File: config.mk
export PLATFORM = sky130hd
export DESIGN_NAME = wp_scan_port
export DESIGN_NICKNAME = d
export VERILOG_FILES = /design/src/rtl/wp_scan_pkg.sv /design/src/rtl/wp_scan_shreg.sv /design/src/rtl/wp_regfile.sv /design/src/rtl/wp_scan_port.sv
export SDC_FILE = /design/constraint.sdc
export NUM_CORES = 1
export LEC_CHECK = 0
export BUFFER_PORTS_ARGS = -buffer_cell sky130_fd_sc_hd__buf_2
export CAP_MARGIN = 20
export CORE_ASPECT_RATIO = 0.9
export CORE_MARGIN = 3
export CORE_UTILIZATION = 25
export CTS_CLUSTER_SIZE = 24
export DETAILED_ROUTE_END_ITERATION = 8
export GPL_TIMING_DRIVEN = 0
export PLACE_DENSITY_LB_ADDON = 0.12
export SLEW_MARGIN = 10
export SYNTH_ARGS = -nofsm -noshare
export SYNTH_HDL_FRONTEND = slang
export SYNTH_SLANG_ARGS = --single-unit
File: constraint.sdc
create_clock -name clk -period 5.4 [get_ports clk]
set_input_delay 0.54 -clock clk [delete_from_list [all_inputs] [get_ports clk]]
set_output_delay 0.54 -clock clk [all_outputs]
set_load 0.01 [all_outputs]
File: src/rtl/wp_scan_pkg.sv
package wp_scan_pkg;

    localparam int DATA_W  = 32;
    localparam int ADDR_W  = 5;
    localparam int KINDS   = 6;
    localparam int CTRL_W  = 8;
    localparam int IDX_W   = 8;
    localparam int CHAIN_W = DATA_W + ADDR_W + 1;

    // Register kinds within one unit
    typedef enum logic [2:0] {
        K_ADDR_VAL = 3'd0,
        K_ADDR_MSK = 3'd1,
        K_DATA_VAL = 3'd2,
        K_DATA_MSK = 3'd3,
        K_CTRL_VAL = 3'd4,
        K_CTRL_MSK = 3'd5
    } wp_kind_e;

    // Packet as it sits in the chain: direction on top, data at the bottom
    typedef struct packed {
        logic              wr;
        logic [ADDR_W-1:0] addr;
        logic [DATA_W-1:0] data;
    } wp_packet_t;

    typedef struct packed {
        logic             hit;
        logic [IDX_W-1:0] idx;
    } wp_sel_t;

    function automatic logic wp_hit(input logic [ADDR_W-1:0] a, input int units);
        logic [1:0] u;
        logic [2:0] k;
        u = a[4:3];
        k = a[2:0];
        return (u != 2'd0) && (int'(u) <= units) && (int'(k) < KINDS);
    endfunction

    function automatic wp_sel_t wp_decode(input logic [ADDR_W-1:0] a, input int units);
        wp_sel_t s;
        s.hit = wp_hit(a, units);
        s.idx = IDX_W'((int'(a[4:3]) - 1) * KINDS + int'(a[2:0]));
        return s;
    endfunction

    function automatic logic [DATA_W-1:0] wp_trim(input logic [DATA_W-1:0] d, input bit is_ctrl);
        return is_ctrl ? DATA_W'(d[CTRL_W-1:0]) : d;
    endfunction

endpackage

File: src/rtl/wp_scan_shreg.sv
module wp_scan_shreg
    import wp_scan_pkg::*;
#(
    parameter int LEN = CHAIN_W,
    parameter int DW  = DATA_W
) (
    input  logic           clk,
    input  logic           rst,
    input  logic           shift_en,
    input  logic           capture_en,
    input  logic           update_en,
    input  logic           tdi,
    input  logic [DW-1:0]  cap_data,
    output logic [LEN-1:0] chain_q
);

    always_ff @(posedge clk) begin
        if (rst) begin
            chain_q <= '0;
        end else if (update_en) begin
            chain_q <= chain_q;
        end else if (capture_en) begin
            chain_q[DW-1:0] <= cap_data;
        end else if (shift_en) begin
            chain_q <= {tdi, chain_q[LEN-1:1]};
        end
    end

endmodule

File: src/rtl/wp_regfile.sv
module wp_regfile
    import wp_scan_pkg::*;
#(
    parameter int NUM_UNITS = 2,
    parameter int DW        = DATA_W
) (
    input  logic                      clk,
    input  logic                      rst,
    input  logic                      wr_en,
    input  logic [ADDR_W-1:0]         wr_addr,
    input  logic [DW-1:0]             wr_data,
    input  logic [ADDR_W-1:0]         rd_addr,
    output logic [DW-1:0]             rd_data,
    output logic [NUM_UNITS*KINDS*DW-1:0] cfg
);

    localparam int NREGS = NUM_UNITS * KINDS;

    logic [DW-1:0] regs [NREGS];
    wp_sel_t       wsel;
    wp_sel_t       rsel;

    assign wsel = wp_decode(wr_addr, NUM_UNITS);
    assign rsel = wp_decode(rd_addr, NUM_UNITS);

    for (genvar g = 0; g < NREGS; g++) begin : g_reg
        localparam bit IS_CTRL = (g % KINDS) >= int'(K_CTRL_VAL);

        always_ff @(posedge clk) begin
            if (rst) begin
                regs[g] <= '0;
            end else if (wr_en && wsel.hit && (wsel.idx == IDX_W'(g))) begin
                regs[g] <= wp_trim(wr_data, IS_CTRL);
            end
        end

        assign cfg[g*DW +: DW] = regs[g];
    end

    always_comb begin
        rd_data = '0;
        for (int i = 0; i < NREGS; i++) begin
            if (rsel.hit && (rsel.idx == IDX_W'(i))) begin
                rd_data = regs[i];
            end
        end
    end

endmodule

File: src/rtl/wp_scan_port.sv
module wp_scan_port
    import wp_scan_pkg::*;
#(
    parameter int NUM_UNITS = 2
) (
    input  logic                              clk,
    input  logic                              rst,
    input  logic                              shift_en,
    input  logic                              capture_en,
    input  logic                              update_en,
    input  logic                              tdi,
    output logic                              tdo,
    output logic [NUM_UNITS*KINDS*DATA_W-1:0] wp_cfg
);

    localparam int LEN = CHAIN_W;

    logic [LEN-1:0]    chain_q;
    wp_packet_t        pkt;
    logic [ADDR_W-1:0] rd_addr_q;
    logic [DATA_W-1:0] rd_data;
    logic              wr_go;

    assign pkt   = chain_q;
    assign wr_go = update_en && pkt.wr;
    assign tdo   = chain_q[0];

    always_ff @(posedge clk) begin
        if (rst) begin
            rd_addr_q <= '0;
        end else if (update_en && !pkt.wr) begin
            rd_addr_q <= pkt.addr;
        end
    end

    wp_scan_shreg #(.LEN(LEN), .DW(DATA_W)) u_chain (
        .clk        (clk),
        .rst        (rst),
        .shift_en   (shift_en),
        .capture_en (capture_en),
        .update_en  (update_en),
        .tdi        (tdi),
        .cap_data   (rd_data),
        .chain_q    (chain_q)
    );

    wp_regfile #(.NUM_UNITS(NUM_UNITS), .DW(DATA_W)) u_regs (
        .clk     (clk),
        .rst     (rst),
        .wr_en   (wr_go),
        .wr_addr (pkt.addr),
        .wr_data (pkt.data),
        .rd_addr (rd_addr_q),
        .rd_data (rd_data),
        .cfg     (wp_cfg)
    );

endmodule

Yosys cells after proc, flatten, opt, wreduce, memory -nomap -nowiden:

Memories as Yosys holds them, arrays and structs flattened.
Index checks and enable logic that the tools add are counted.

* bits in registers: 43
* RAM bits: 384
* output and inout port bits: 385
* word-level logic and storage cells: 153
* memories: 1

* add/sub/neg operators: 4
* multipliers: 2
* magnitude comparators: 4
* equality and inequality tests: 22
* muxes and demuxes: 64
* bitwise operators: 14
* reduce and logical (&&, ||, !) cells: 39

Memories
* u_regs.regs: words 12, bits a word 32, rd ports 12, clocked after Yosys merged registers in 0, wr ports 12, RTL line wp_regfile.sv:19 `logic [DW-1:0] regs [NREGS];`

Operator list (count)
* 2-to-1 mux 32 bit: 26
* equality test 8 x 3 -> 1 bit, second input constant: 8
* equality test 8 x 4 -> 1 bit, second input constant: 8
* multiplier 32 x 3 -> 7 bit, second input constant: 2
* 2-to-1 mux 1 bit: 38
* equality test 8 x 2 -> 1 bit, second input constant: 4
* logical AND 1 bit: 31
* adder 8 x 4 -> 8 bit: 2
* equality test 8 x 1 -> 1 bit, second input constant: 2
* logical NOT 8 bit: 2
* OR 1 bit: 12
* < comparator 3 bit, second input constant: 2
* nonzero test 2 bit: 3
* subtractor 2 x 1 -> 3 bit, second input constant: 2
* less-or-equal comparator 2 bit, second input constant: 2
* AND reduction 3 bit: 1
* inverter 1 bit: 2
* AND reduction 2 bit: 1
* logical NOT 1 bit: 1

Depth between registers and ports, before layout:

Gate-level depths: netlist (run 1).

* word-level depth: 18
* gate-level depth with buffers: 16
* mapped depth without buffers: 11

Modules after synthesis:

From an unflattened synthesis (run 1), not the netlist that was laid out.

* cells, all modules: 1401
* area total of the unflattened synthesis: 16759.8 um^2

By module, submodules not included
* wp_regfile: instances 1, cells each 1208, area an instance 14706.6 um^2, sequential area each 8648.3 um^2
* wp_scan_shreg: instances 1, cells each 171, area an instance 1820.5 um^2, sequential area each 760.7 um^2
* wp_scan_port: instances 1, cells each 22, area an instance 232.7 um^2, sequential area each 100.1 um^2

Worst setup path before layout (run 1):

OpenSTA, ideal clock, no wires.

* path type: register -> register
* from: reg u_chain.chain_q[35]
* to: mem u_regs.regs[0][0] (netlist name), enable pin
* arrival: 3989 ps
* required time: 4972 ps
* path slack: 983 ps
* stages on the path, launching flop included: 12
* buffers on the path: 2
* period minus slack after synthesis: 4417 ps
* cell sequence: dfxtp_1 -> inv_1 -> ha_1 -> xor2_1 -> inv_1 -> fa_1 -> a221oi_1 -> nor2b_1 -> nand2b_1 -> clkbuf_1 -> clkbuf_1 -> o21bai_1

RTL lines
* start: declaration: RTL line wp_scan_shreg.sv:14 `output logic [LEN-1:0] chain_q`
* start signal: assignment: RTL line wp_scan_shreg.sv:21 `chain_q <= chain_q;`
* start signal: indexed assignment: RTL line wp_scan_shreg.sv:23 `chain_q[DW-1:0] <= cap_data;`
* start signal: assignment: RTL line wp_scan_shreg.sv:25 `chain_q <= {tdi, chain_q[LEN-1:1]};`
* end: declaration: RTL line wp_regfile.sv:19

Worst setup path after layout (run 1):

* from: reg rd_addr_q[3]
* to: reg u_chain.chain_q[17]

* longest elaborated chain between the ends: 18
* elaborated cells between the ends (all ways): 44

Ends and longest elaborated chain
* start: declaration: RTL line wp_scan_port.sv:20 `logic [ADDR_W-1:0] rd_addr_q;`
* start signal: assignment: RTL line wp_scan_port.sv:32 `rd_addr_q <= pkt.addr;`
* subtractor 2 x 1 -> 3 bit: RTL line wp_scan_pkg.sv:43 `s.idx = IDX_W'((int'(a[4:3]) - 1) * KINDS + int'(a[2:0]));`
* multiplier 32 x 3 -> 7 bit: RTL line wp_scan_pkg.sv:43
* adder 8 x 4 -> 8 bit: RTL line wp_scan_pkg.sv:43
* logical NOT 8 bit: RTL line wp_regfile.sv:43 `if (rsel.hit && (rsel.idx == IDX_W'(i))) begin`
* logical AND 1 bit: RTL line wp_regfile.sv:43
* 2-to-1 mux 32 bit (11 in series): RTL line wp_regfile.sv:43
* 2-to-1 mux 32 bit *: RTL line wp_regfile.sv:43
* 2-to-1 mux 32 bit *: RTL line wp_scan_shreg.sv:22 `end else if (capture_en) begin`

Mark *: on every way between the ends. The rest lies on a longest branch, timed or not.
A chain may end at the register's enable or synchronous reset.

==> impl_metrics.env, run 1 <==
export IMPL_cts_sinks=331
export IMPL_slew_limit_headroom=0.256
export IMPL_ir_worst_vdd_mv=0.194
export IMPL_syn_avg_cell_area_um2=10.7
export IMPL_cpMostUsedCell="buf_2"
export IMPL_hold_violations=0
export IMPL_hold_buffers=0
export IMPL_drive_gt1_frac=0.259
export IMPL_grt_busiest_layer="met2"
export IMPL_ys_types=75
export IMPL_period_needed_ns=4.68
export IMPL_hpwl_mm=69.3
export IMPL_power_leakage_uw=0.00844
export IMPL_final_core_util=0.323
export IMPL_initial_core_util=0.254
export IMPL_path_cells="inv_1 > ha_1 > buf_4 > buf_4 > xor2_1 > inv_1 > fa_1 > buf_2 > nand4b_1 > nor2_1 > o2111ai_1 > buf_2 > nor2b_1 > buf_2 > a31oi_1"
export IMPL_critical_path_class="reg2reg"
export IMPL_rsz0062_at_grt="no"
export IMPL_worst_slew_pin_slew_ns=1.12
export IMPL_setup_tns_ns=0
export IMPL_grt_met2_usage=0.402
export IMPL_pwr_density_cell_nw_per_um2=289
export IMPL_drv_slew=0
export IMPL_dp_cells=2885
export IMPL_die_x_um=282
export IMPL_syn2layout_area_growth_pct=27.1
export IMPL_grt_pass1_wl_mm=122
export IMPL_drtPass1Iterations=5
export IMPL_place_congestion=0.909
export IMPL_ys_seq_area_frac=0.556
export IMPL_critPathSlowestCell="fa_1"
export IMPL_grt_max_degree=21
export IMPL_fin_nets=2072
export IMPL_via_per_inst=5.24
export IMPL_track_usage=0.245
export IMPL_fmax_ghz=0.214
export IMPL_syn_area_um2=17100
export IMPL_cts_setup_buffers=0
export IMPL_ys_flop_type="edfxtp_1"
export IMPL_via_count=15500
export IMPL_synthArstFlopShare=0
export IMPL_period_share=0.866
export IMPL_rows=90
export IMPL_slowest_delay_ns=0.61
export IMPL_finalClockSkew_ns=0.0227
export IMPL_route_detailed_drc=0
export IMPL_grt_overflow=0
export IMPL_cp_start_kind="register"
export IMPL_cts_htree_levels=2
export IMPL_synth_seq_cells=331
export IMPL_crit_buf_inv=7
export IMPL_routedWlPerCell_um=30.7
export IMPL_grt_use_met3=0.0516
export IMPL_outcome="finished clean"
export IMPL_post_route_cell_area_um2=21800
export IMPL_drt_antenna_violating_nets=0
export IMPL_die_y_um=254
export IMPL_gr_usage_met1=0.330
export IMPL_cts_tree="yes"
export IMPL_worst_path_max_fanout=10
export IMPL_clockRootBuffer="clkbuf_16"
export IMPL_port_buffer_count=294
export IMPL_setup_violations=0
export IMPL_critPathCaptureType="register"
export IMPL_path_clk_slew_ns=0.06
export IMPL_worstPathRequired_ns=5.85
export IMPL_cts_resized=0
export IMPL_synthCells=1607
export IMPL_maxCapViolCount=0
export IMPL_antenna_found_initial=3
export IMPL_whs_ns=0.238
export IMPL_synth_warning_count=0
export IMPL_grt_pass1_vias=14900
export IMPL_first_iter_violations=1663
export IMPL_clk_latency_ns=0.59
export IMPL_cts_buffers=41
export IMPL_crit_arrival_ns=5.12
export IMPL_dieArea_um2=71700
export IMPL_wl_mm=91.0
export IMPL_core_area_um2=67500
export IMPL_synth_edf_count=288
export IMPL_hold_path_class="in2reg"
export IMPL_clockBufferDepth=3
export IMPL_layout_cells_non_filler=2964
export IMPL_placed_cell_area_um2=20400
export IMPL_ios=391
export IMPL_critPathTopFamily="buffers and inverters"
[stage by stage]
step	power [µW]	setup WS (ns)
3_3_place_gp	3550	-2.01
6_report	6290	0.722
4_1_cts	6310	0.791
3_5_place_dp	3570	0.796
2_1_floorplan	3270	0.983
5_1_grt	6450	0.503
[synth_stat cells, types with 14 or more instances]
library cell / instances / area, µm²
a21oi_1: 140 / 701
a221oi_1: 19 / 166
a31oi_1: 14 / 87.6
and2_1: 116 / 726
buf_2: 23 / 115
buf_4: 100 / 751
clkbuf_1: 112 / 420
dfxtp_1: 43 / 861
edfxtp_1: 288 / 8650
inv_1: 50 / 188
mux2i_1: 18 / 180
nand2_1: 48 / 180
nand3_1: 15 / 75.1
nor2_1: 101 / 379
nor2b_1: 17 / 106
nor3_1: 17 / 85.1
nor4_1: 173 / 1080
o21ai_0: 71 / 355
o22ai_1: 30 / 188
o31ai_1: 15 / 113
[worst reg2reg max path, stage by stage (launching register included)]
cell and delay (ns):
dfxtp_1 0.38, inv_1 0.10, ha_1 0.31, buf_4 0.19
buf_4 0.21, xor2_1 0.22, inv_1 0.08, fa_1 0.61
buf_2 0.28, nand4b_1 0.17, nor2_1 0.07, o2111ai_1 0.36
buf_2 0.43, nor2b_1 0.54, buf_2 0.45, a31oi_1 0.14
[placed cells by master (no fill, tap or decap), drive strengths merged, types with 12 or more instances in the layout]
| master | netlist | final |
|---|---|---|
| edfxtp | 288 | 288 |
| o21ai | 82 | 82 |
| nand2 | 49 | 49 |
| a2111oi | 17 | 17 |
| nor2b | 17 | 17 |
| o21bai | 12 | 12 |
| o22ai | 30 | 30 |
| inv | 51 | 54 |
| and2 | 116 | 116 |
| clkbuf | 112 | 171 |
| dfxtp | 43 | 43 |
| a21oi | 141 | 141 |
| mux2i | 18 | 18 |
| o31ai | 15 | 15 |
| conb | 1 | 96 |
| nor3 | 18 | 18 |
| clkinv | 13 | 23 |
| nor2 | 102 | 102 |
| nand3 | 16 | 16 |
| buf | 140 | 452 |
| a221oi | 26 | 26 |
| nor4 | 175 | 175 |
| a31oi | 14 | 14 |
[report_power, final]
part / internal (µW) / switching (µW)
combinational: 183 / 381
sequential: 2860 / 98.4
clock: 1590 / 1160
total: 4640 / 1640
[layer usage]
layer	wire [µm]	share of wire	vias to the layer above
met1	38600	0.42	7797
met5	12	0.00013	-
met2	42500	0.47	830
li1	-	-	6777
met4	2010	0.022	2
met3	7860	0.086	115
[cell families after synthesis]
logic type | Yosys count | synth area share
XOR/XNOR | 5 | 0.00300
AO/OA/AOI/OAI | 397 | 0.152
flip-flops | 331 | 0.556
adder cells (fa/ha/maj) | 9 | 0.00746
AND/OR/NAND/NOR | 523 | 0.172
other | 1 | 0.000219
buffers and inverters | 316 | 0.0955
multiplexers | 25 | 0.0151
[cell type report]
| cell class | count | area (µm²) |
|---|---|---|
| Fill cell | 7088 | 45700 |
| Tap cell | 874 | 1090 |
| Clock inverter | 16 | 169 |
| Clock buffer | 59 | 1120 |
| Buffer | 252 | 1400 |
| Inverter | 64 | 240 |
| Multi-Input combinational cell | 1055 | 6420 |
| Timing Repair Buffer | 312 | 1810 |
| Antenna cell | 1 | 2.50 |
| Sequential cell | 331 | 9510 |
[state kept, by name, summed over array words and instances (netlist names)]
name,count
rd_addr_q,5
u_chain.chain_q,38
u_regs.regs,288
[worst paths after layout]
path                                         start                  end  slack, ns  depth (start not counted)
worst max register to register        rd_addr_q[3]  u_chain.chain_q[17]       0.72                         15
worst min-delay path                           tdi  u_chain.chain_q[37]       0.24                          3
worst min register to register  u_chain.chain_q[5]   u_chain.chain_q[5]       0.49                          2
worst max-delay path                  rd_addr_q[3]  u_chain.chain_q[17]       0.72                         15
Power figures use the tool's default switching activity.
==> run 2: changes to the inputs <==
--- a/config.mk
+++ b/config.mk
@@ -13,7 +13,7 @@
 export CTS_CLUSTER_SIZE = 24
 export DETAILED_ROUTE_END_ITERATION = 8
 export GPL_TIMING_DRIVEN = 0
-export PLACE_DENSITY_LB_ADDON = 0.12
+export PLACE_DENSITY_LB_ADDON = 0.05
 export SLEW_MARGIN = 10
 export SYNTH_ARGS = -nofsm -noshare
 export SYNTH_HDL_FRONTEND = slang
==> impl_metrics.env, run 2 (synthesis results as in run 1) <==
export IMPL_outcome="finished clean"
export IMPL_critPathCaptureType="register"
export IMPL_whs_ns=0.264
export IMPL_via_per_inst=5.24
export IMPL_grt_pass1_wl_mm=125
export IMPL_cpMostUsedCell="buf_2"
export IMPL_rows=90
export IMPL_power_frac_clock=0.445
export IMPL_power_share_switching=0.267
export IMPL_power_frac_comb=0.088
export IMPL_routedWlPerCell_um=31.5
export IMPL_cts_tree="yes"
export IMPL_reg_top3="u_regs.regs x288, u_chain.chain_q x38, rd_addr_q x5"
export IMPL_cts_setup_buffers=0
export IMPL_clk_latency_ns=0.58
export IMPL_clockRootBuffer="clkbuf_16"
export IMPL_num_fill_cells=7033
export IMPL_cts_buffers=43
export IMPL_hpwl_mm=70.2
export IMPL_dieArea_um2=71700
export IMPL_ios=391
export IMPL_p_int_uw=4660
export IMPL_power_uw=6350
export IMPL_antenna_found_initial=4
export IMPL_fin_nets=2070
export IMPL_period_needed_ns=4.77
export IMPL_rsz0062_at_grt="no"
export IMPL_critPathTopFamily="buffers and inverters"
export IMPL_power_leakage_uw=0.00842
export IMPL_hold_path_class="in2reg"
export IMPL_via_count=15500
export IMPL_drv_slew=0
export IMPL_worst_slew_pin_slew_ns=1.23
export IMPL_grt_pass1_vias=14900
export IMPL_path_clk_slew_ns=0.06
export IMPL_hold_buffers=0
export IMPL_drive_gt1_frac=0.262
export IMPL_drtPass1Iterations=5
export IMPL_crit_buf_inv=7
export IMPL_track_usage=0.252
export IMPL_core_area_um2=67500
export IMPL_grt_max_degree=20
export IMPL_regArea_um2=9510
export IMPL_setup_violations=0
export IMPL_route_detailed_drc=0
export IMPL_cts_resized=0
export IMPL_layout_commonest_cell="buf_2"
export IMPL_die_x_um=282
export IMPL_final_core_util=0.322
export IMPL_fmax_ghz=0.210
export IMPL_wl_mm=93.2
export IMPL_period_share=0.883
export IMPL_port_buffer_count=294
export IMPL_path_cells="inv_1 > ha_1 > buf_4 > buf_4 > xor2_1 > inv_1 > fa_1 > buf_2 > nand4b_1 > nor2_1 > o2111ai_1 > buf_2 > nor2b_1 > buf_2 > a31oi_1"
export IMPL_dp_cells=2883
export IMPL_regMostFlops="u_regs.regs"
export IMPL_clockBufferDepth=3
export IMPL_critPathSlowestCell="fa_1"
export IMPL_worst_path_max_fanout=10
export IMPL_die_y_um=254
export IMPL_maxCapViolCount=0
export IMPL_layout_common_cells="buf_2 (318), edfxtp_1 (288), nor4_1 (173)"
export IMPL_finalClockSkew_ns=0.0247
export IMPL_first_iter_violations=1390
export IMPL_crit_arrival_ns=5.21
export IMPL_syn2layout_area_growth_pct=26.9
export IMPL_netSwitchingPower_uw=1690
export IMPL_slew_limit_headroom=0.181
export IMPL_critical_path_class="reg2reg"
export IMPL_largest_reg_flops=288
export IMPL_pwr_density_cell_nw_per_um2=292
export IMPL_slowest_delay_ns=0.63
export IMPL_p_seq_frac=0.467
export IMPL_cts_htree_levels=2
export IMPL_multi_input_area_um2=6420
export IMPL_worstPathRequired_ns=5.84
export IMPL_layout_cells_non_filler=2963
export IMPL_cts_sinks=331
export IMPL_grt_overflow=0
export IMPL_ir_worst_vdd_mv=0.202
export IMPL_cp_start_kind="register"
export IMPL_drt_antenna_violating_nets=0
export IMPL_hold_violations=0
export IMPL_place_congestion=0.937
export IMPL_initial_core_util=0.254
-- run 2: changes by cell type in the layout (fill, tap and decap cells not counted), sizes merged --
| cell | change |
|---|---|
| buf | -4 |
| bufinv | -1 |
| inv | -2 |
| clkbuf | -4 |
| clkinv | +7 |
| diode | +1 |
| clkinvlp | +2 |
-- run 2: power by group through the flow --
stage | sequential [µW] | combinational (µW) | clock (µW)
finish | 2970 | 561 | 2820
global route | 2970 | 597 | 2970
floorplan | 3000 | 264 | 0
CTS | 2960 | 554 | 2860
global placement | 3030 | 529 | 0
detailed placement | 3020 | 553 | 0
-- run 2: worst paths after layout --
kind	slack [ns]	cells after the start	from	end
setup / recovery	0.63	15	rd_addr_q[3]	u_chain.chain_q[8]
hold / removal	0.26	3	tdi	u_chain.chain_q[37]
setup reg to reg	0.63	15	rd_addr_q[3]	u_chain.chain_q[8]
hold reg to reg	0.49	2	u_chain.chain_q[5]	u_chain.chain_q[5]
-- run 2: final cells by class --
type / count / share of cell area
inverter: 64 / 0.0111
antenna: 2 / 0.000230
timing repair buffer: 308 / 0.0792
tap: 874 / 0.0503
sequential: 331 / 0.438
clock inverter: 22 / 0.00812
clock buffer: 55 / 0.0535
multi-input combinational: 1055 / 0.296
buffer: 252 / 0.0642
-- run 2: per-layer routing --
metal  up-vias  GRT usage  share of wire
met5         -          0              0
li1       6762          -              -
met1      7860      0.348           0.43
met2       791      0.400           0.46
met3       125     0.0495          0.081
met4         0     0.0745          0.029
-- run 2: metrics by stage --
step                worst slack, ns  area [µm²]  TNS (ns)
floorplan                     0.983       17500         0
global placement              -1.85       20000   -413.05
detailed placement            0.780       20400         0
CTS                           0.774       21700         0
global route                  0.476       21700         0
finish                        0.633       21700         0
-- run 2: tightest hold or removal path: stages --
cell,delay (ns)
buf_2,0.11
mux2i_1,0.07
nor2_1,0.08
